==> src/rtl/flow_hash_pkg.sv <==
package flow_hash_pkg;
  localparam int unsigned CRC_W_DEF  = 64;
  localparam int unsigned WORD_W_DEF = 32;
  localparam int unsigned HASH_W_DEF = 57;
  localparam logic [63:0] POLY_DEF     = 64'h42F0_E1EB_A9EA_3693;
  localparam logic [63:0] SEED_RST_DEF = 64'hFFFF_FFFF_FFFF_FFFF;

  typedef enum logic {
    ST_IDLE = 1'b0,
    ST_BUSY = 1'b1
  } fh_state_e;
endpackage

==> src/rtl/fh_byte_mask.sv <==
module fh_byte_mask #(
  parameter int unsigned WORD_W = 32,
  localparam int unsigned NBYTES = WORD_W / 8
) (
  input  logic [WORD_W-1:0] word_i,
  input  logic [NBYTES-1:0] mask_i,
  output logic [WORD_W-1:0] word_o
);
  for (genvar b = 0; b < NBYTES; b++) begin : g_byte
    assign word_o[8*b +: 8] = mask_i[b] ? 8'h00 : word_i[8*b +: 8];
  end
endmodule

==> src/rtl/fh_crc_step.sv <==
module fh_crc_step #(
  parameter int unsigned CRC_W  = 64,
  parameter int unsigned WORD_W = 32,
  parameter logic [CRC_W-1:0] POLY = '0
) (
  input  logic [CRC_W-1:0]  state_i,
  input  logic [WORD_W-1:0] data_i,
  output logic [CRC_W-1:0]  state_o
);
  logic [WORD_W:0][CRC_W-1:0] chain;
  assign chain[0] = state_i;

  // one stage per data bit, MSB first
  for (genvar i = 0; i < WORD_W; i++) begin : g_bit
    logic fb;
    assign fb = chain[i][CRC_W-1] ^ data_i[WORD_W-1-i];
    assign chain[i+1] = {chain[i][CRC_W-2:0], 1'b0} ^ (fb ? POLY : '0);
  end

  assign state_o = chain[WORD_W];
endmodule

==> src/rtl/fh_seed_reg.sv <==
module fh_seed_reg #(
  parameter int unsigned CRC_W = 64,
  parameter logic [CRC_W-1:0] SEED_RST = '1
) (
  input  logic             clk_i,
  input  logic             rst_ni,
  input  logic             we_i,
  input  logic             busy_i,
  input  logic             word_i,
  input  logic [CRC_W-1:0] seed_i,
  output logic [CRC_W-1:0] seed_o
);
  always_ff @(posedge clk_i or negedge rst_ni) begin
    if (!rst_ni)                        seed_o <= SEED_RST;
    else if (we_i && !busy_i && !word_i) seed_o <= seed_i;
  end

  assert_seed_locked_R6: assert property (@(posedge clk_i) disable iff (!rst_ni)
    (busy_i || word_i) |=> $stable(seed_o));
endmodule

==> src/rtl/flow_key_hasher.sv <==
module flow_key_hasher
  import flow_hash_pkg::*;
#(
  parameter int unsigned CRC_W  = CRC_W_DEF,
  parameter int unsigned WORD_W = WORD_W_DEF,
  parameter int unsigned HASH_W = HASH_W_DEF,
  parameter logic [CRC_W-1:0] POLY     = POLY_DEF,
  parameter logic [CRC_W-1:0] SEED_RST = SEED_RST_DEF,
  localparam int unsigned NBYTES = WORD_W / 8
) (
  input  logic              clk_i,
  input  logic              rst_ni,
  input  logic              seed_we_i,
  input  logic [CRC_W-1:0]  seed_i,
  input  logic              word_valid_i,
  input  logic              word_first_i,
  input  logic              word_last_i,
  input  logic [WORD_W-1:0] word_i,
  input  logic [NBYTES-1:0] byte_mask_i,
  output logic              busy_o,
  output logic              hash_valid_o,
  output logic [HASH_W-1:0] hash_o
);
  fh_state_e        state_q;
  logic [CRC_W-1:0] crc_q, crc_start, crc_next, seed_q;
  logic [WORD_W-1:0] word_m;
  logic             accept, finish;

  assign accept    = word_valid_i && (word_first_i || state_q == ST_BUSY);
  assign finish    = accept && word_last_i;
  assign crc_start = word_first_i ? seed_q : crc_q;
  assign busy_o    = (state_q == ST_BUSY);

  fh_byte_mask #(.WORD_W(WORD_W)) u_mask (
    .word_i(word_i), .mask_i(byte_mask_i), .word_o(word_m)
  );

  fh_crc_step #(.CRC_W(CRC_W), .WORD_W(WORD_W), .POLY(POLY)) u_step (
    .state_i(crc_start), .data_i(word_m), .state_o(crc_next)
  );

  fh_seed_reg #(.CRC_W(CRC_W), .SEED_RST(SEED_RST)) u_seed (
    .clk_i(clk_i), .rst_ni(rst_ni), .we_i(seed_we_i), .busy_i(busy_o),
    .word_i(word_valid_i), .seed_i(seed_i), .seed_o(seed_q)
  );

  always_ff @(posedge clk_i or negedge rst_ni) begin
    if (!rst_ni) begin
      state_q      <= ST_IDLE;
      crc_q        <= '0;
      hash_valid_o <= 1'b0;
      hash_o       <= '0;
    end else begin
      hash_valid_o <= finish;
      if (accept) begin
        crc_q   <= crc_next;
        state_q <= word_last_i ? ST_IDLE : ST_BUSY;
      end
      if (finish) hash_o <= crc_next[CRC_W-1 -: HASH_W];
    end
  end

  assert_valid_after_last_R3: assert property (@(posedge clk_i) disable iff (!rst_ni)
    hash_valid_o |-> $past(word_valid_i && word_last_i && (word_first_i || busy_o)));

  assert_hash_held_R3: assert property (@(posedge clk_i) disable iff (!rst_ni)
    !(word_valid_i && word_last_i && (word_first_i || busy_o)) |=> $stable(hash_o));

  assert_stray_ignored_R7: assert property (@(posedge clk_i) disable iff (!rst_ni)
    (!busy_o && word_valid_i && !word_first_i) |=> (!hash_valid_o && !busy_o));

  assert_busy_rise_R9: assert property (@(posedge clk_i) disable iff (!rst_ni)
    $rose(busy_o) |-> $past(word_valid_i && word_first_i && !word_last_i));

  assert_single_word_R8: assert property (@(posedge clk_i) disable iff (!rst_ni)
    (word_valid_i && word_first_i && word_last_i) |=> (hash_valid_o && !busy_o));
endmodule

==> config.mk <==
export PLATFORM = sky130hd
export DESIGN_NAME = flow_key_hasher
export DESIGN_NICKNAME = d
export VERILOG_FILES = /design/src/rtl/flow_hash_pkg.sv /design/src/rtl/fh_byte_mask.sv /design/src/rtl/fh_crc_step.sv /design/src/rtl/fh_seed_reg.sv /design/src/rtl/flow_key_hasher.sv
export SDC_FILE = /design/constraint.sdc
export NUM_CORES = 1
export LEC_CHECK = 0
export BUFFER_PORTS_ARGS = -buffer_cell sky130_fd_sc_hd__buf_2
export CORE_UTILIZATION = 30
export DETAILED_ROUTE_END_ITERATION = 8
export PLACE_DENSITY_LB_ADDON = 0.3
export SLEW_MARGIN = 0
export SYNTH_ARGS = -nofsm -noshare
export SYNTH_HDL_FRONTEND = slang
export SYNTH_SLANG_ARGS = --single-unit
==> constraint.sdc <==
create_clock -name clk_i -period 5.5 [get_ports clk_i]
set_clock_uncertainty 0.2 [all_clocks]
set_input_delay 0.825 -clock clk_i [delete_from_list [all_inputs] [get_ports clk_i]]
set_output_delay 0.825 -clock clk_i [all_outputs]
set_load 0.02 [all_outputs]
==> run_results.csv, run 1 <==
group,metric,value,unit
run_status,status,"finished, final reports clean",
floorplanning,die_area,47400,sq um
floorplanning,die-width,218,um
clocking,htree_levels,4,
routing,drt_iter0_drc,650,
critical_path,cp-start-kind,"input port",
routing,wl,50400,um
sta,maxSlewViolCount,0,
place,portBuffers,164,
logic_synthesis,synth_area,14000,sq um
critical_path,crit_type,"in -> reg",
floorplanning,core_area,45700,sq um
clocking,cts_tree,"done",
routing,num_vias,9806,
critical_path,reg2reg_depth,18,
sta,max_freq,186,MHz
place,routabilityCongestion,0.960,
critical_path,worstReg2RegEnd,"hash_o[52]$_DFFE_PN0P_",
final_layout,final_core_util,39.8,%
place,hpwl,41400,um
clocking,cts_buffer_depth,2,
logic_synthesis,yosys_warnings,0,
floorplanning,rows,78,
global_routing,grt_max_degree,102,
sta,rsz0062_at_grt,"yes",
critical_path,crit_path_end_kind,"register",
logic_synthesis,syn_area_per_cell,11.7,sq um
routing,dr.pass1.iters,5,
logic_synthesis,ys_types,30,
critical_path,cpPeakStageDelay,0.56,ns
clocking,cts_root_buf,"clkbuf_16",
routing,post_drt_wl_per_cell,22.7,um
sta,fin_crit,5.37,ns
global_routing,grt_pass1_vias,10300,
routing,vias_per_cell,4.42,
floorplanning,io_pins,165,
logic_synthesis,synth-seq-cells,187,
critical_path,crit_chain,"buf_4, mux2i_2, xor2_2, buf_4, xnor2_1, xor2_2, buf_4, xnor2_2, xnor3_1, xnor3_2, buf_12, xor2_2, buf_4, xnor2_1, xnor2_2, xnor2_1, buf_4, o21ai_1",
critical_path,crit-reg2reg-launch,"u_seed.seed_o[61]$_DFFE_PN1P_",
floorplanning,initial_utilization,30.6,%
critical_path,cpMaxStageDelayCell,"xnor3_1",
clocking,clk_latency,0.49,ns
critical_path,rrSetupSlack,0.29,ns
logic_synthesis,synth_seq_area_share,34.1,%
logic_synthesis,async_reset_ff_share,100,%
logic_synthesis,synth_fp_nets,1298,
sta,fin_crit_sh,97.6,%
logic_synthesis,synth-edff-count,0,
final_layout,num_antenna_cells,0,
routing,antenna_left,0,
final_layout,nets,1712,
global_routing,overflow,0,
critical_path,crit_top_cell,"buf_4",
clocking,cts_buffers,17,
global_routing,grt_first_pass_wirelength,73300,um
sta,worst_slew_pin_slew,1.02,ns
critical_path,crit_start,"word_first_i",
sta,fin_tns_setup,0,ns
sta,max_slew_margin,31.7,%
final_layout,syn_to_final_growth,30.2,%
routing,drc,0,
clocking,path_clk_slew,0.08,ns
final_layout,fillerInstances,4550,
final_layout,drive_above_1_share,41.6,%
global_routing,antenna_found_initial,1,
critical_path,crit_end,"hash_o[52]$_DFFE_PN0P_",
critical_path,path_max_fanout,8,
global_routing,grtUsageTotal,22.3,%
worst_hold_path,hp-class,"in -> async",
logic_synthesis,postSynthCellCount,1192,
critical_path,arrival,5.50,ns
sta,finalHoldViolations,0,
clocking,clock_sinks,187,
sta,setup_viol,0,
floorplanning,dieHeight,218,um
critical_path,required,5.63,ns
job,maxCapViolCount,0,
logic_synthesis,synthFlopType,"dfrtp_1",
## worst min-delay path by stage
| stage | start | endpoint | slack (ns) | cells past startpoint |
|---|---|---|---|---|
| after global routing | rst_ni | crc_q[6]$_DFFE_PN0P_ | 0.22 | 1 |
| after CTS | rst_ni | crc_q[6]$_DFFE_PN0P_ | 0.18 | 1 |
| after global placement | crc_q[1]$_DFFE_PN0P_ | crc_q[1]$_DFFE_PN0P_ | 0.26 | 2 |
| final | rst_ni | crc_q[6]$_DFFE_PN0P_ | 0.17 | 1 |
| after detailed placement | crc_q[6]$_DFFE_PN0P_ | crc_q[6]$_DFFE_PN0P_ | 0.26 | 2 |
| after floorplan | crc_q[6]$_DFFE_PN0P_ | crc_q[6]$_DFFE_PN0P_ | 0.25 | 2 |
## critical path, delay by kind of cell
family                 cells  cell delay [ns]
AO/OA/AOI/OAI              1             0.05
buffers and inverters      6             1.16
XOR/XNOR                  10             3.11
multiplexers               1             0.32
## area by class of cell
| cell class | count | area, sq um | area share [%] |
|---|---|---|---|
| Multi-Input combinational cell | 956 | 9060 | 49.9 |
| Sequential cell | 187 | 4760 | 26.2 |
| Timing Repair Buffer | 443 | 3030 | 16.7 |
| Tap cell | 600 | 751 | 4.13 |
| Clock buffer | 18 | 439 | 2.42 |
| Clock inverter | 14 | 126 | 0.696 |
| Inverter | 1 | 3.75 | 0.0207 |
## synthesized netlist by cell type, types with 27 or more instances
cell type / number / area share, %
mux2i_1: 61 / 4.4
dfstp_2: 64 / 12
dfrtp_1: 123 / 22
nand2b_1: 27 / 1.2
o21ai_0: 92 / 3.3
clkbuf_1: 33 / 0.89
mux2_2: 64 / 5.2
xor2_1: 70 / 4.4
nand2_1: 126 / 3.4
xnor3_1: 51 / 8.2
o21ai_1: 28 / 1.0
xnor2_1: 362 / 23
## per-layer routing
layer | up-vias | wire length, um | track usage, % | part of all wire, %
met5 | - | 0 | 0 | 0
met4 | 0 | 1200 | 7.23 | 2.4
met3 | 37 | 2070 | 3.68 | 4.1
met2 | 210 | 23700 | 36.0 | 47
met1 | 4830 | 23400 | 30.2 | 47
li1 | 4729 | - | - | -
## sequential cells by signal (all words and copies together), names as in the netlist
register / flops
crc_q: 64
hash_o: 57
busy_o: 1
hash_valid_o: 1
u_seed.seed_o: 64
## through the flow
stage | area (sq um) | hold slack (ns) | std cells | setup WS (ns)
3_5_place_dp | 17600 | 0.262 | 2187 | -0.544
5_1_grt | 18200 | 0.222 | 2219 | -0.00412
2_1_floorplan | 14000 | 0.245 | 1192 | -0.00388
4_1_cts | 18100 | 0.183 | 2219 | 0.0915
3_3_place_gp | 17600 | 0.258 | 2187 | -0.554
6_report | 18200 | 0.168 | 2219 | 0.132
## repair_timing
item / CTS / global route
endpoints found under the setup margin: 1 / 13
hold buffers: 0 / 0
hold endpoints to repair: 0 / 0
gates resized for setup: 1 / 5
setup buffers: 0 / 0
## kinds of logic (layout without fill, tap and decap cells)
group / after synthesis / count (layout) / share of synthesized area, %
AO/OA/AOI/OAI: 122 / 122 / 4.41
XOR/XNOR: 547 / 547 / 45.0
buffers and inverters: 49 / 476 / 1.72
flip-flops: 187 / 187 / 34.1
multiplexers: 128 / 128 / 9.90
AND/OR/NAND/NOR: 159 / 159 / 4.89
## layout by cell type, fill, tap and decap left out, types with 2 or more instances in the layout
cell type / instances
xnor2_1: 356
buf_4: 272
buf_2: 162
nand2_1: 125
dfrtp_1: 123
o21ai_0: 92
xor2_1: 67
mux2_2: 64
dfstp_2: 64
mux2i_1: 60
xnor3_1: 51
xnor2_2: 28
nand2b_1: 27
o21ai_1: 27
clkbuf_16: 17
xnor3_2: 11
xor2_2: 10
xor3_1: 9
xnor2_4: 8
buf_12: 8
xor2_4: 5
clkinvlp_4: 5
nor2b_1: 4
inv_6: 4
inv_8: 4
mux2i_2: 3
o21a_1: 2
clkbuf_8: 2
Power of run 1 is left out: the tool's default activity adds up to more than one toggle a clock period on the data nets, which glitch-free logic cannot reach.
==> run 2, diff against run 1 <==
- ABC_AREA: default -> 1
- SKIP_LAST_GASP: default -> 1
==> run 2 against run 1 <==
  * Sequential cell count stayed put
  * Die area rose by 25%
  * First-iteration DRC count is 81% higher
  * Synthesized cell count rose by 86%
  * Non-clock buffer count up 103
  * Critical path depth grew 13
  * Highest routed layer unchanged
==> run_results.csv, run 2 <==
group,metric,value,unit
run_status,status,"finished, final reports clean",
routing,drt_iter0_drc,1175,
sta,max_slew_margin,33.6,%
logic_synthesis,yosys.area_share.simple,35.3,%
clocking,hold_buffers,0,
logic_synthesis,ys_top_cells_by_count,"nand2_1, xor2_1, nand3_1",
place,routabilityCongestion,0.996,
worst_hold_path,hp-class,"in -> async",
routing,vias_per_cell,4.58,
floorplanning,die_area,59100,sq um
clocking,clock_sinks,187,
logic_synthesis,synth_xor_area_share,25.2,%
sta,fin_crit,5.19,ns
clocking,cts_buffer_depth,2,
logic_synthesis,synth_seq_area_share,27.3,%
floorplanning,dieHeight,243,um
place,hpwl,57300,um
global_routing,grt_max_degree,82,
critical_path,cp-start-kind,"input port",
critical_path,critPathTopFamily,"simple AND/OR/NAND/NOR gates",
floorplanning,io_pins,165,
sta,maxSlewViolCount,0,
floorplanning,initial_utilization,30.6,%
critical_path,reg2reg_depth,27,
logic_synthesis,postSynthCellCount,2214,
routing,drc,0,
logic_synthesis,async_reset_ff_share,100,%
clocking,htree_levels,4,
floorplanning,rows,87,
clocking,cts_root_buf,"clkbuf_16",
final_layout,nets,2821,
final_layout,reg.largest.list,"crc_q x64, u_seed.seed_o x64, hash_o x57",
logic_synthesis,synth-seq-cells,187,
critical_path,crit_type,"in -> reg",
logic_synthesis,synth-edff-count,0,
critical_path,crit_path_end_kind,"register",
routing,antenna_left,0,
final_layout,drive_above_1_share,37.2,%
sta,worst_slew_pin_slew,0.996,ns
logic_synthesis,synthAdderAreaFrac,0,%
sta,setup_viol,0,
logic_synthesis,synthFlopType,"dfrtp_1",
critical_path,path_depth,31,
sta,setup_slack,0.305,ns
sta,finalHoldViolations,0,
logic_synthesis,synth_top_family_by_area,"simple AND/OR/NAND/NOR gates",
critical_path,required,5.60,ns
logic_synthesis,ys_types,44,
place,place_ws,-0.320,ns
global_routing,grt_pass1_vias,16300,
critical_path,cpPeakStageDelay,0.35,ns
critical_path,cpMaxStageDelayCell,"xor2_1",
place,portBuffers,164,
logic_synthesis,synth_compound_gate_area_share,2.47,%
logic_synthesis,yosys_warnings,0,
logic_synthesis,synth_area,17400,sq um
clocking,clk_latency,0.46,ns
final_layout,num_antenna_cells,0,
floorplanning,core_area,56900,sq um
global_routing,overflow,0,
global_routing,antenna_found_initial,0,
sta,max_freq,193,MHz
global_routing,grt_first_pass_wirelength,103000,um
critical_path,arrival,5.30,ns
critical_path,worstReg2RegEnd,"crc_q[62]$_DFFE_PN0P_",
logic_synthesis,synth.area.mux_share,3.44,%
routing,post_drt_wl_per_cell,19.4,um
critical_path,path_max_fanout,12,
job,maxCapViolCount,0,
routing,dr.pass1.iters,6,
final_layout,syn_to_final_growth,29.8,%
clocking,cts_tree,"done",
floorplanning,die-width,243,um
logic_synthesis,synth_fp_nets,2320,
logic_synthesis,synth.top_cell.area_share,17.7,%
logic_synthesis,synth.most_common_cell,"nand2_1",
critical_path,crit-reg2reg-launch,"u_seed.seed_o[63]$_DFFE_PN1P_",
logic_synthesis,yosys.area.top_type,"dfrtp_1",
clocking,path_clk_slew,0.08,ns
logic_synthesis,synthTopCellsByArea,"dfrtp_1, nand2_1, xor2_1, dfstp_2, xnor2_1",
sta,fin_crit_sh,94.4,%
final_layout,final_common_cell,"nand2_1",
critical_path,cp_num_buf_inv,8,
logic_synthesis,syn_area_per_cell,7.87,sq um
routing,wl,67500,um
global_routing,grtUsageTotal,23.2,%
critical_path,crit_top_cell,"nand2_4",
final_layout,layout_common_cells,"nand2_1, buf_4, xor2_1, buf_2, nand3_1",
routing,num_vias,16000,
critical_path,rrSetupSlack,0.37,ns
clocking,cts_buffers,17,
run 2: changes by cell type in the layout (fill, tap and decap cells not counted), moves of 53 or more:
cell and delta:
mux2i_1 -53, nand2_4 +77, nand3_1 +153, inv_1 +120, nand2_2 +90, buf_4 +99
nand2_1 +636, xnor2_1 -263, xor2_1 +248
run 2: worst max path at each step:
stage,start,end,slack (ns)
2_1_floorplan,word_first_i,crc_q[27]$_DFFE_PN0P_,0.63
3_3_place_gp,word_first_i,crc_q[40]$_DFFE_PN0P_,-0.27
3_5_place_dp,word_first_i,crc_q[40]$_DFFE_PN0P_,-0.32
4_1_cts,word_first_i,hash_o[33]$_DFFE_PN0P_,0.14
5_1_grt,word_first_i,hash_o[15]$_DFFE_PN0P_,-0.0009
6_report,word_first_i,crc_q[62]$_DFFE_PN0P_,0.31
run 2: repair_timing:
item | in CTS | in global routing
setup buffers | 0 | 3
gates resized for setup | 0 | 40
setup endpoints to repair | 0 | 85
run 2: kinds of logic after synthesis:
family          count (synthesis)
mux                            54
buf+inv                       219
xor+xnor                      461
flops                         187
compound gates                 84
simple gates                 1209
run 2: area by class of cell:
| type | instances | area [sq um] |
|---|---|---|
| Fill cell | 5952 | 34300 |
| Multi-Input combinational cell | 1808 | 11800 |
| Sequential cell | 187 | 4760 |
| Timing Repair Buffer | 546 | 3850 |
| Tap cell | 756 | 946 |
| Inverter | 155 | 603 |
| Clock buffer | 18 | 439 |
| Clock inverter | 14 | 195 |
run 2: through the flow:
stage               instances  hold WS (ns)  utilization [%]    TNS, ns  instance area [sq um]
floorplan                2214         0.244                -          0                  17400
global placement         3449         0.257             38.2     -10.12                  21700
detailed placement       3449         0.261             38.2     -13.80                  21700
CTS                      3481         0.211             39.3          0                  22400
global route             3484         0.240             39.8  -0.000874                  22600
finish                   3484         0.207             39.8          0                  22600
run 2: worst register-to-register path, delay by kind of cell, from the launching register on:
kind	cells	cell delay, ns
AO/OA/AOI/OAI	1	0.07
flip-flops	1	0.54
AND/OR/NAND/NOR	14	1.77
buffers and inverters	6	1.02
XOR/XNOR	6	1.38
run 2: per-layer routing:
metal	track usage, %	up-vias	routed length, um
met2	37.4	401	31000
met1	31.7	7645	31000
met4	9.86	0	2750
li1	-	7834	-
met5	0	-	0
met3	1.97	84	2680
Power of run 2 is left out for the same reason.
